`src/rtl/uart_brk_pkg.sv`:
```
package uart_brk_pkg;
   typedef enum logic [1:0] {
      IRQ_ON_MOVE  = 2'b00,
      IRQ_ON_DONE  = 2'b01,
      IRQ_ON_EMPTY = 2'b10,
      IRQ_NONE     = 2'b11
   } txirq_mode_e;
endpackage

```
`src/rtl/txq_fifo.sv`:
```
module txq_fifo #(
   parameter int W     = 8,
   parameter int DEPTH = 4
) (
   input  logic                   clk,
   input  logic                   rst_n,
   input  logic                   flush,
   input  logic                   push,
   input  logic [W-1:0]           din,
   input  logic                   pop,
   output logic [W-1:0]           dout,
   output logic [$clog2(DEPTH):0] count,
   output logic                   full,
   output logic                   empty,
   output logic                   accepted
);
   localparam int AW = $clog2(DEPTH);
   localparam int CW = AW + 1;

   if (DEPTH < 2 || (DEPTH & (DEPTH - 1)) != 0) begin : g_bad_depth
      $error("txq_fifo: DEPTH must be a power of two of at least 2");
   end
   if (W < 1) begin : g_bad_width
      $error("txq_fifo: W must be positive");
   end

   logic [W-1:0]  mem [DEPTH];
   logic [AW-1:0] wr_ptr, rd_ptr;
   logic [CW-1:0] cnt;
   logic          pop_ok;

   assign full     = (cnt == CW'(DEPTH));
   assign empty    = (cnt == '0);
   assign accepted = push && !full && !flush;
   assign pop_ok   = pop && !empty && !flush;
   assign count    = cnt;
   assign dout     = mem[rd_ptr];

   for (genvar g = 0; g < DEPTH; g++) begin : g_slot
      always_ff @(posedge clk) begin
         if (accepted && wr_ptr == AW'(g)) mem[g] <= din;
      end
   end

   always_ff @(posedge clk or negedge rst_n) begin
      if (!rst_n) begin
         wr_ptr <= '0;
         rd_ptr <= '0;
         cnt    <= '0;
      end else if (flush) begin
         wr_ptr <= '0;
         rd_ptr <= '0;
         cnt    <= '0;
      end else begin
         if (accepted) wr_ptr <= wr_ptr + 1'b1;
         if (pop_ok)   rd_ptr <= rd_ptr + 1'b1;
         case ({accepted, pop_ok})
            2'b10:   cnt <= cnt + 1'b1;
            2'b01:   cnt <= cnt - 1'b1;
            default: cnt <= cnt;
         endcase
      end
   end

   a_r2_bounded: assert property (@(posedge clk) disable iff (!rst_n)
      cnt <= CW'(DEPTH));
   a_r2_full_drop: assert property (@(posedge clk) disable iff (!rst_n)
      (full && push && !pop && !flush) |=> $stable(cnt));
endmodule

```
`src/rtl/txq_shift.sv`:
```
module txq_shift #(
   parameter int DATA_W    = 8,
   parameter int BRK_ZEROS = 12
) (
   input  logic              clk,
   input  logic              rst_n,
   input  logic              enable,
   input  logic              tick,
   input  logic              have_char,
   input  logic [DATA_W-1:0] char_in,
   input  logic              brk_pend,
   output logic              load_char,
   output logic              load_brk,
   output logic              done,
   output logic              busy,
   output logic              brk_active,
   output logic              line_raw
);
   localparam int SH_W     = BRK_ZEROS + 1;
   localparam int CHAR_LEN = DATA_W + 2;
   localparam int BRK_LEN  = BRK_ZEROS + 2;
   localparam int CNT_W    = $clog2(BRK_LEN);
   localparam int PAD_W    = SH_W - DATA_W - 1;

   if (BRK_ZEROS <= DATA_W) begin : g_bad_brk
      $error("txq_shift: BRK_ZEROS must exceed DATA_W");
   end

   logic [SH_W-1:0]  sh;
   logic [CNT_W-1:0] cnt, last_cnt;
   logic             busy_q, brk_q;
   logic             at_end, free, start_ok, brk_want;

   assign last_cnt   = brk_q ? CNT_W'(BRK_LEN - 1) : CNT_W'(CHAR_LEN - 1);
   assign at_end     = busy_q && tick && (cnt == last_cnt);
   assign free       = !busy_q || at_end;
   assign start_ok   = enable && tick && free;
   assign brk_want   = brk_pend && !(at_end && brk_q);
   assign load_brk   = start_ok && brk_want;
   assign load_char  = start_ok && !brk_want && have_char;
   assign done       = enable && at_end;
   assign busy       = busy_q;
   assign brk_active = brk_q;
   assign line_raw   = busy_q ? sh[0] : 1'b1;

   always_ff @(posedge clk or negedge rst_n) begin
      if (!rst_n) begin
         sh     <= '1;
         cnt    <= '0;
         busy_q <= 1'b0;
         brk_q  <= 1'b0;
      end else if (!enable) begin
         sh     <= '1;
         cnt    <= '0;
         busy_q <= 1'b0;
         brk_q  <= 1'b0;
      end else if (load_brk) begin
         sh     <= '0;
         cnt    <= '0;
         busy_q <= 1'b1;
         brk_q  <= 1'b1;
      end else if (load_char) begin
         sh     <= {{PAD_W{1'b1}}, char_in, 1'b0};
         cnt    <= '0;
         busy_q <= 1'b1;
         brk_q  <= 1'b0;
      end else if (at_end) begin
         sh     <= '1;
         cnt    <= '0;
         busy_q <= 1'b0;
         brk_q  <= 1'b0;
      end else if (busy_q && tick) begin
         sh     <= {1'b1, sh[SH_W-1:1]};
         cnt    <= cnt + 1'b1;
      end
   end

   a_r1_start_low: assert property (@(posedge clk) disable iff (!rst_n)
      $rose(busy_q) |-> (line_raw == 1'b0));
   a_r1_stop_high: assert property (@(posedge clk) disable iff (!rst_n)
      (busy_q && !brk_q && cnt == CNT_W'(CHAR_LEN - 1)) |-> line_raw);
   a_r9_brk_low: assert property (@(posedge clk) disable iff (!rst_n)
      (busy_q && brk_q && cnt <= CNT_W'(BRK_ZEROS)) |-> !line_raw);
   a_r11_abort: assert property (@(posedge clk) disable iff (!rst_n)
      !enable |=> !busy_q);
endmodule

```
`src/rtl/txq_irq.sv`:
```
module txq_irq
   import uart_brk_pkg::*;
(
   input  logic        clk,
   input  logic        rst_n,
   input  logic        enable,
   input  txirq_mode_e mode,
   input  logic        load_char,
   input  logic        drained,
   input  logic        done,
   input  logic        nothing_left,
   output logic        irq
);
   logic fire;

   always_comb begin
      unique case (mode)
         IRQ_ON_MOVE:  fire = load_char;
         IRQ_ON_EMPTY: fire = load_char && drained;
         IRQ_ON_DONE:  fire = done && nothing_left;
         default:      fire = 1'b0;
      endcase
   end

   always_ff @(posedge clk or negedge rst_n) begin
      if (!rst_n) irq <= 1'b0;
      else        irq <= enable && fire;
   end

   a_r8_single: assert property (@(posedge clk) disable iff (!rst_n)
      irq |=> !irq);
   a_r7_reserved: assert property (@(posedge clk) disable iff (!rst_n)
      irq |-> ($past(mode) != IRQ_NONE));
endmodule

```
`src/rtl/brk_uart_tx.sv`:
```
module brk_uart_tx
   import uart_brk_pkg::*;
#(
   parameter int DATA_W    = 8,
   parameter int DEPTH     = 4,
   parameter int BRK_ZEROS = 12
) (
   input  logic              clk,
   input  logic              rst_n,
   input  logic              tx_en,
   input  logic              wr_en,
   input  logic [DATA_W-1:0] wr_data,
   input  logic [1:0]        irq_mode,
   input  logic              tx_inv,
   input  logic              brk_set,
   input  logic              baud_tick,
   output logic              tx_out,
   output logic              buf_full,
   output logic              all_idle,
   output logic              brk_pending,
   output logic              irq
);
   localparam int CW = $clog2(DEPTH) + 1;

   logic [DATA_W-1:0] head;
   logic [CW-1:0]     q_count;
   logic              q_full, q_empty, q_accepted;
   logic              load_char, load_brk, done, busy, brk_active, line_raw;
   logic              drained, nothing_left, brk_q;

   txq_fifo #(.W(DATA_W), .DEPTH(DEPTH)) u_fifo (
      .clk      (clk),
      .rst_n    (rst_n),
      .flush    (!tx_en),
      .push     (wr_en && tx_en),
      .din      (wr_data),
      .pop      (load_char),
      .dout     (head),
      .count    (q_count),
      .full     (q_full),
      .empty    (q_empty),
      .accepted (q_accepted)
   );

   txq_shift #(.DATA_W(DATA_W), .BRK_ZEROS(BRK_ZEROS)) u_shift (
      .clk        (clk),
      .rst_n      (rst_n),
      .enable     (tx_en),
      .tick       (baud_tick),
      .have_char  (!q_empty),
      .char_in    (head),
      .brk_pend   (brk_q),
      .load_char  (load_char),
      .load_brk   (load_brk),
      .done       (done),
      .busy       (busy),
      .brk_active (brk_active),
      .line_raw   (line_raw)
   );

   always_ff @(posedge clk or negedge rst_n) begin
      if (!rst_n)                   brk_q <= 1'b0;
      else if (!tx_en)              brk_q <= 1'b0;
      else if (brk_set)             brk_q <= 1'b1;
      else if (done && brk_active)  brk_q <= 1'b0;
   end

   assign drained      = (q_count == CW'(1)) && !q_accepted;
   assign nothing_left = !load_char && !load_brk && q_empty && !q_accepted
                         && !(brk_q && !brk_active) && !brk_set;

   txq_irq u_irq (
      .clk          (clk),
      .rst_n        (rst_n),
      .enable       (tx_en),
      .mode         (txirq_mode_e'(irq_mode)),
      .load_char    (load_char),
      .drained      (drained),
      .done         (done),
      .nothing_left (nothing_left),
      .irq          (irq)
   );

   assign tx_out      = (tx_en ? line_raw : 1'b1) ^ tx_inv;
   assign buf_full    = q_full;
   assign all_idle    = !busy && q_empty;
   assign brk_pending = brk_q;

   a_r3_idle_not_full: assert property (@(posedge clk) disable iff (!rst_n)
      all_idle |-> !buf_full);
   a_r9_self_clear: assert property (@(posedge clk) disable iff (!rst_n)
      ($fell(brk_q) && $past(tx_en)) |-> $past(brk_active));
   a_r11_no_pend_off: assert property (@(posedge clk) disable iff (!rst_n)
      !tx_en |=> !brk_q);
endmodule

```
`config.mk`:
```
export PLATFORM = sky130hd
export DESIGN_NAME = brk_uart_tx
export DESIGN_NICKNAME = d
export VERILOG_FILES = /design/src/rtl/uart_brk_pkg.sv /design/src/rtl/txq_fifo.sv /design/src/rtl/txq_shift.sv /design/src/rtl/txq_irq.sv /design/src/rtl/brk_uart_tx.sv
export SDC_FILE = /design/constraint.sdc
export NUM_CORES = 1
export LEC_CHECK = 0
export ABC_CLOCK_PERIOD_IN_PS = 2300
export BUFFER_PORTS_ARGS = -buffer_cell sky130_fd_sc_hd__buf_2
export CAP_MARGIN = 0
export CORE_ASPECT_RATIO = 0.5
export CORE_MARGIN = 1
export CORE_UTILIZATION = 47
export DETAILED_ROUTE_END_ITERATION = 8
export PLACE_DENSITY = 0.65
export SLEW_MARGIN = 10
export SYNTH_ARGS = -nofsm -noshare
export SYNTH_HDL_FRONTEND = slang
export SYNTH_SLANG_ARGS = --single-unit
```
`constraint.sdc`:
```
create_clock -name clk -period 2.3 [get_ports clk]
set_clock_uncertainty 0.1 [all_clocks]
set_input_delay 0.115 -clock clk [delete_from_list [all_inputs] [get_ports clk]]
set_output_delay 0.115 -clock clk [all_outputs]
set_load 0.01 [all_outputs]
```
==> reports/results.ini, run 1 <==
[cells_and_area]
area_growth_pct=22.8
drive_gt1_share_pct=24.0
layout_common_cells=34 x nand2_1, 32 x edfxtp_1, 21 x buf_2, 20 x nor2_1, 19 x mux2i_1
final_util_pct=60.0
fin_nets=322
antenna_cells=0
final_common_cell=nand2_1
finalNonFillerCells=388

[timing]
setup_tns_ps=0
rsz0062_at_grt=no
tightest_slew_ps=630
fin_crit_ps=2130
fin_ws_ps=166
max_slew_margin_pct=58.0
hold_viol_final=0
fin_crit_sh_pct=92.8
setup_viol=0
fmax_mhz=469
drv_slew=0

[clock_network]
cts_tree=yes
cts_root_buffer=clkbuf_16
htreeDepth=3
cts_sinks=60
post_cts_buffers=0
cts_made_buffers=9
cts_buffer_depth=2
clkTransAtPathRegs_ps=50
clock_latency_ps=320

[die]
pin_count=22
die-area_um2=6660
die_h_um=58.2
rows=20
start_util_pct=48.8
coreArea_um2=6080
die_x_um=114

[detailed_routing]
avgRoutedWirePerCell_um=15.6
routed_wl_um=6040
ant_nets=0
vias_per_cell=5.17
firstDrtPassIters=4
num_vias=2005
drc=0
drt_iter0_markers=106

[global_route]
grt_start_max_net_pins=29
first_global_vias=1940
antenna_found_initial=0
grt.overflow.total=0
grt_usage_pct=20.5
grt_first_pass_wirelength_um=9750

[synth]
ys_warn_count=0
syn_nets=280
syn-cell-area_um2=2970
ys_types=44
ys.flop_type=edfxtp_1
avgSynthCellArea_um2=11.7
synth_edf_count=32
ys_seq_elements=60
async_reset_ff_share_pct=46.7
synthCells=253
ys_seq_area_share_pct=56.5

[worst_setup_path]
worstPathMaxFanout=11
critPathLaunchType=flop
worstPathArrival_ps=2280
cpPeakStageDelay_ps=490
worstSetupEndpointType=flop
required_ps=2450
crit_chain=inv_1 > ha_1 > nand4_1 > o21a_2 > o31ai_4 > buf_4 > nor2_1 > o21ai_1
critPathKind=flop to flop
slowest_stage=o31ai_4

[place]
port_buffers=21
place_inst=360
place_congestion=0.870
dpl.hpwl_um=4030
dp_slack_ps=62.4

[flow_run]
timing.max_cap.violations=0

[status]
status=finished, final reports clean

[power]
ir_drop_mv=0.519
p_leak_nw=1.41
p_per_area_nw_per_um2=896
finalPower_w=0.00327

[worst_hold_path]
hold_path_class=primary input to flop

==> registers in the layout (all words and copies together), names as in the netlist, 2 cells and up <==
signal and flops:
u_fifo.count 3, u_shift.sh 13, u_fifo.wr_ptr 2, u_fifo.mem 32, u_shift.cnt 4, u_fifo.rd_ptr 2
==> synth_stat cells, types with 8 or more instances <==
| library cell | n | share of area (%) |
|---|---|---|
| nand2_1 | 34 | 4.3 |
| dfrtp_1 | 15 | 13 |
| nor2_1 | 20 | 2.5 |
| mux2i_1 | 19 | 6.4 |
| ha_1 | 10 | 4.2 |
| dfstp_2 | 13 | 12 |
| a31oi_1 | 8 | 1.7 |
| nand3_1 | 12 | 2.0 |
| edfxtp_1 | 32 | 32 |
==> layer usage <==
metal | routed length, µm | vias to the layer above | track usage (%)
met5 | 0 | - | 0
met4 | 42 | 0 | 8.35
met3 | 325 | 5 | 6.28
met2 | 2750 | 48 | 32.2
met1 | 2920 | 960 | 27.0
li1 | - | 992 | -
==> path summary, 6_finish.rpt <==
| path | endpoint | slack [ps] | cells after the start | startpoint |
|---|---|---|---|---|
| max | u_shift.sh[11] | 170 | 8 | u_shift.cnt[1] |
| min | u_irq.irq | 0.6 | 4 | irq_mode[1] |
| max reg2reg | u_shift.sh[11] | 170 | 8 | u_shift.cnt[1] |
| min reg2reg | u_shift.sh[12] | 360 | 2 | u_shift.sh[12] |
| max in group asynchronous | u_fifo.wr_ptr[1] | 1430 | 2 | rst_n |
| min in group asynchronous | u_irq.irq | 250 | 2 | rst_n |
==> per-stage QoR <==
stage	instance area, µm²	hold WS (ps)
final	3650	0.619
after global routing	3650	22.4
after CTS	3640	0.481
after detailed placement	3210	68.4
after global placement	3210	64.4
after floorplan	2970	-281
==> kinds of logic after synthesis <==
group           Yosys count  share of synthesized area [%]
simple gates             91                           15.0
fa+ha+maj                10                           4.21
buf+inv                  19                           3.03
compound gates           45                           12.0
mux                      19                           6.41
flops                    60                           56.5
xor+xnor                  9                           2.91
==> worst max-delay path: cells and delay by family, from the launching register on <==
family	cells	cell delay (ps)
fa+ha+maj	1	190
simple gates	2	190
flops	1	410
buf+inv	2	270
compound gates	3	900
==> power by group <==
| group | internal, W | leakage, nW | switching (W) |
|---|---|---|---|
| clock | 0.000942 | 0.147 | 0.000447 |
| sequential | 0.00128 | 0.631 | 0.0000767 |
| combinational | 0.000217 | 0.636 | 0.000298 |
| total | 0.00244 | 1.41 | 0.000822 |
==> what timing repair did <==
action / 4_1_cts / 5_1_grt
gates resized for setup: 0 / 1
hold buffers: 12 / 0
hold endpoints to repair: 49 / 0
setup endpoints to repair: 0 / 14
==> area by class of cell <==
class | instances | area (µm²)
timing repair buffer | 44 | 320
clock buffer | 11 | 233
fill | 508 | 2430
multi-input combinational | 174 | 1210
inverter | 6 | 22.5
clock inverter | 5 | 76.3
sequential | 60 | 1680
tap | 88 | 110
Power figures use the tool's default switching activity.
==> run 2, diff against run 1 <==
--- a/config.mk
+++ b/config.mk
@@ -11,6 +11,7 @@
 export CORE_ASPECT_RATIO = 0.5
 export CORE_MARGIN = 1
 export CORE_UTILIZATION = 47
+export CTS_BUF_LIST = sky130_fd_sc_hd__clkbuf_4 sky130_fd_sc_hd__clkbuf_8
 export DETAILED_ROUTE_END_ITERATION = 8
 export PLACE_DENSITY = 0.65
 export SLEW_MARGIN = 10
==> run 2 against run 1 <==
First-iteration DRC count up 20%. Via count up 1.1%. Total power down 11%. Critical path type unchanged. Largest cell class unchanged. Highest routed layer unchanged.
==> reports/results.ini, run 2 (same netlist as run 1, synthesis figures left out) <==
[clock_network]
clock_latency_ps=340  ; was 320 ps
htreeDepth=3  ; unchanged
clkTransAtPathRegs_ps=70  ; was 50 ps
cts_root_buffer=clkbuf_8  ; was clkbuf_16
cts_buffer_depth=2  ; unchanged
post_cts_buffers=0  ; unchanged
cts_sinks=60  ; unchanged
cts_made_buffers=9  ; unchanged
cts_tree=yes  ; unchanged

[flow_run]
timing.max_cap.violations=0  ; unchanged

[detailed_routing]
firstDrtPassIters=4  ; unchanged
num_vias=2027  ; was 2005
avgRoutedWirePerCell_um=15.6  ; about the same
ant_nets=0  ; unchanged
routed_wl_um=6060  ; was 6040 µm
drc=0  ; unchanged
vias_per_cell=5.21  ; was 5.17
drt_iter0_markers=127  ; was 106

[worst_setup_path]
critPathKind=flop to flop  ; unchanged
path_buf_inv=2  ; unchanged
cp_top_family=compound AO/OA/AOI/OAI gates  ; unchanged
critPathLaunchType=flop  ; unchanged
cpPeakStageDelay_ps=500  ; was 490 ps
slowest_stage=o31ai_4  ; unchanged
crit_chain=inv_1 > ha_1 > nand4_1 > o21a_2 > o31ai_4 > buf_4 > nor2_1 > o21ai_1  ; unchanged
worstPathMaxFanout=11  ; unchanged
worstPathArrival_ps=2330  ; was 2280 ps
worstSetupEndpointType=flop  ; unchanged
required_ps=2460  ; was 2450 ps

[die]
pin_count=22  ; unchanged
die-area_um2=6660  ; unchanged
die_x_um=114  ; unchanged
start_util_pct=48.8  ; unchanged
die_h_um=58.2  ; unchanged
coreArea_um2=6080  ; unchanged
rows=20  ; unchanged

[cells_and_area]
antenna_cells=0  ; unchanged
final_common_cell=nand2_1  ; unchanged
area_growth_pct=20.0  ; was 22.8%
largest_reg_flops=32  ; unchanged
layout_common_cells=34 x nand2_1, 32 x edfxtp_1, 21 x buf_2, 20 x nor2_1, 19 x mux2i_1  ; unchanged
top_register=u_fifo.mem  ; unchanged
drive_gt1_share_pct=24.6  ; was 24.0%
design_area_um2=3560  ; was 3650 µm²
fin_nets=323  ; was 322
top_regs=u_fifo.mem x32, u_shift.sh x13, u_shift.cnt x4  ; unchanged

[timing]
hold_ws_ps=71.1  ; was 0.619 ps
hold_viol_final=0  ; unchanged
fin_crit_sh_pct=94.1  ; was 92.8%
max_slew_margin_pct=58.7  ; was 58.0%
tightest_slew_ps=619  ; was 630 ps
fin_crit_ps=2160  ; was 2130 ps
drv_slew=0  ; unchanged
setup_viol=0  ; unchanged
rsz0062_at_grt=no  ; unchanged
setup_tns_ps=0  ; unchanged
fin_ws_ps=136  ; was 166 ps
fmax_mhz=462  ; was 469 MHz

[power]
ir_drop_mv=0.403  ; was 0.519 mV
finalPower_w=0.00291  ; was 0.00327 W
p_leak_nw=1.38  ; was 1.41 nW
p_per_area_nw_per_um2=817  ; was 896 nW/µm²

[place]
dp_slack_ps=62.4  ; unchanged
place_congestion=0.870  ; unchanged
placed_cell_area_um2=3210  ; unchanged
dpl.hpwl_um=4030  ; unchanged
port_buffers=21  ; unchanged

[global_route]
first_global_vias=1951  ; was 1940
grt_start_max_net_pins=29  ; unchanged
grt.overflow.total=0  ; unchanged
antenna_found_initial=0  ; unchanged
grt_usage_pct=20.6  ; was 20.5%
grt_first_pass_wirelength_um=9830  ; was 9750 µm

[status]
status=finished, final reports clean  ; unchanged

[worst_hold_path]
hold_path_class=primary input to flop  ; unchanged

[run 2: cell count changes in the layout (fill, tap and decap cells not counted), sizes merged]
cell / change
dlygate4sd3: +1
[run 2: worst paths after layout]
path,cells after the start,startpoint,end,slack (ps)
worst max-delay path,8,u_shift.cnt[1],u_shift.sh[11],140
worst min-delay path,3,baud_tick,u_shift.cnt[3],70
worst max register to register,8,u_shift.cnt[1],u_shift.sh[11],140
worst min register to register,2,u_shift.sh[12],u_shift.sh[12],360
max in group asynchronous,2,rst_n,u_fifo.rd_ptr[0],1460
min in group asynchronous,2,rst_n,u_irq.irq,230
[run 2: power breakdown]
part / internal [W] / switching (W)
combinational: 0.000218 / 0.000300
clock: 0.000629 / 0.000407
sequential: 0.00128 / 0.0000759
[run 2: worst min-delay path: cells and delay by family]
kind	cells	cell delay, ps
compound gates	2	220
buf+inv	1	130
[run 2: layout make-up]
type	instances	area [µm²]
inverters	6	22.5
multi-input cells	174	1210
repair buffers	45	330
clock buffers	11	139
clock inverters	5	76.3
well taps	88	110
flip-flops and latches	60	1680
fillers	523	2520
[run 2: what timing repair did]
item                                    in CTS  in global routing
endpoints found under the setup margin       0                 14
hold buffers                                13                  0
endpoints found under the hold margin       49                  0
resized for setup                            0                  1
[run 2: metrics by stage]
step / utilization (%) / instances
5_1_grt: 58.6 / 389
3_3_place_gp: 52.8 / 360
2_1_floorplan: - / 253
4_1_cts: 58.5 / 389
3_5_place_dp: 52.8 / 360
6_report: 58.6 / 389
[run 2: layer usage]
metal | GRT usage [%] | vias up | wire length [µm] | part of all wire (%)
met5 | 0 | - | 0 | 0
met4 | 8.35 | 0 | 79 | 1.3
met3 | 5.96 | 12 | 203 | 3.3
met2 | 33.0 | 46 | 2780 | 46
met1 | 26.8 | 976 | 3000 | 49
li1 | - | 993 | - | -
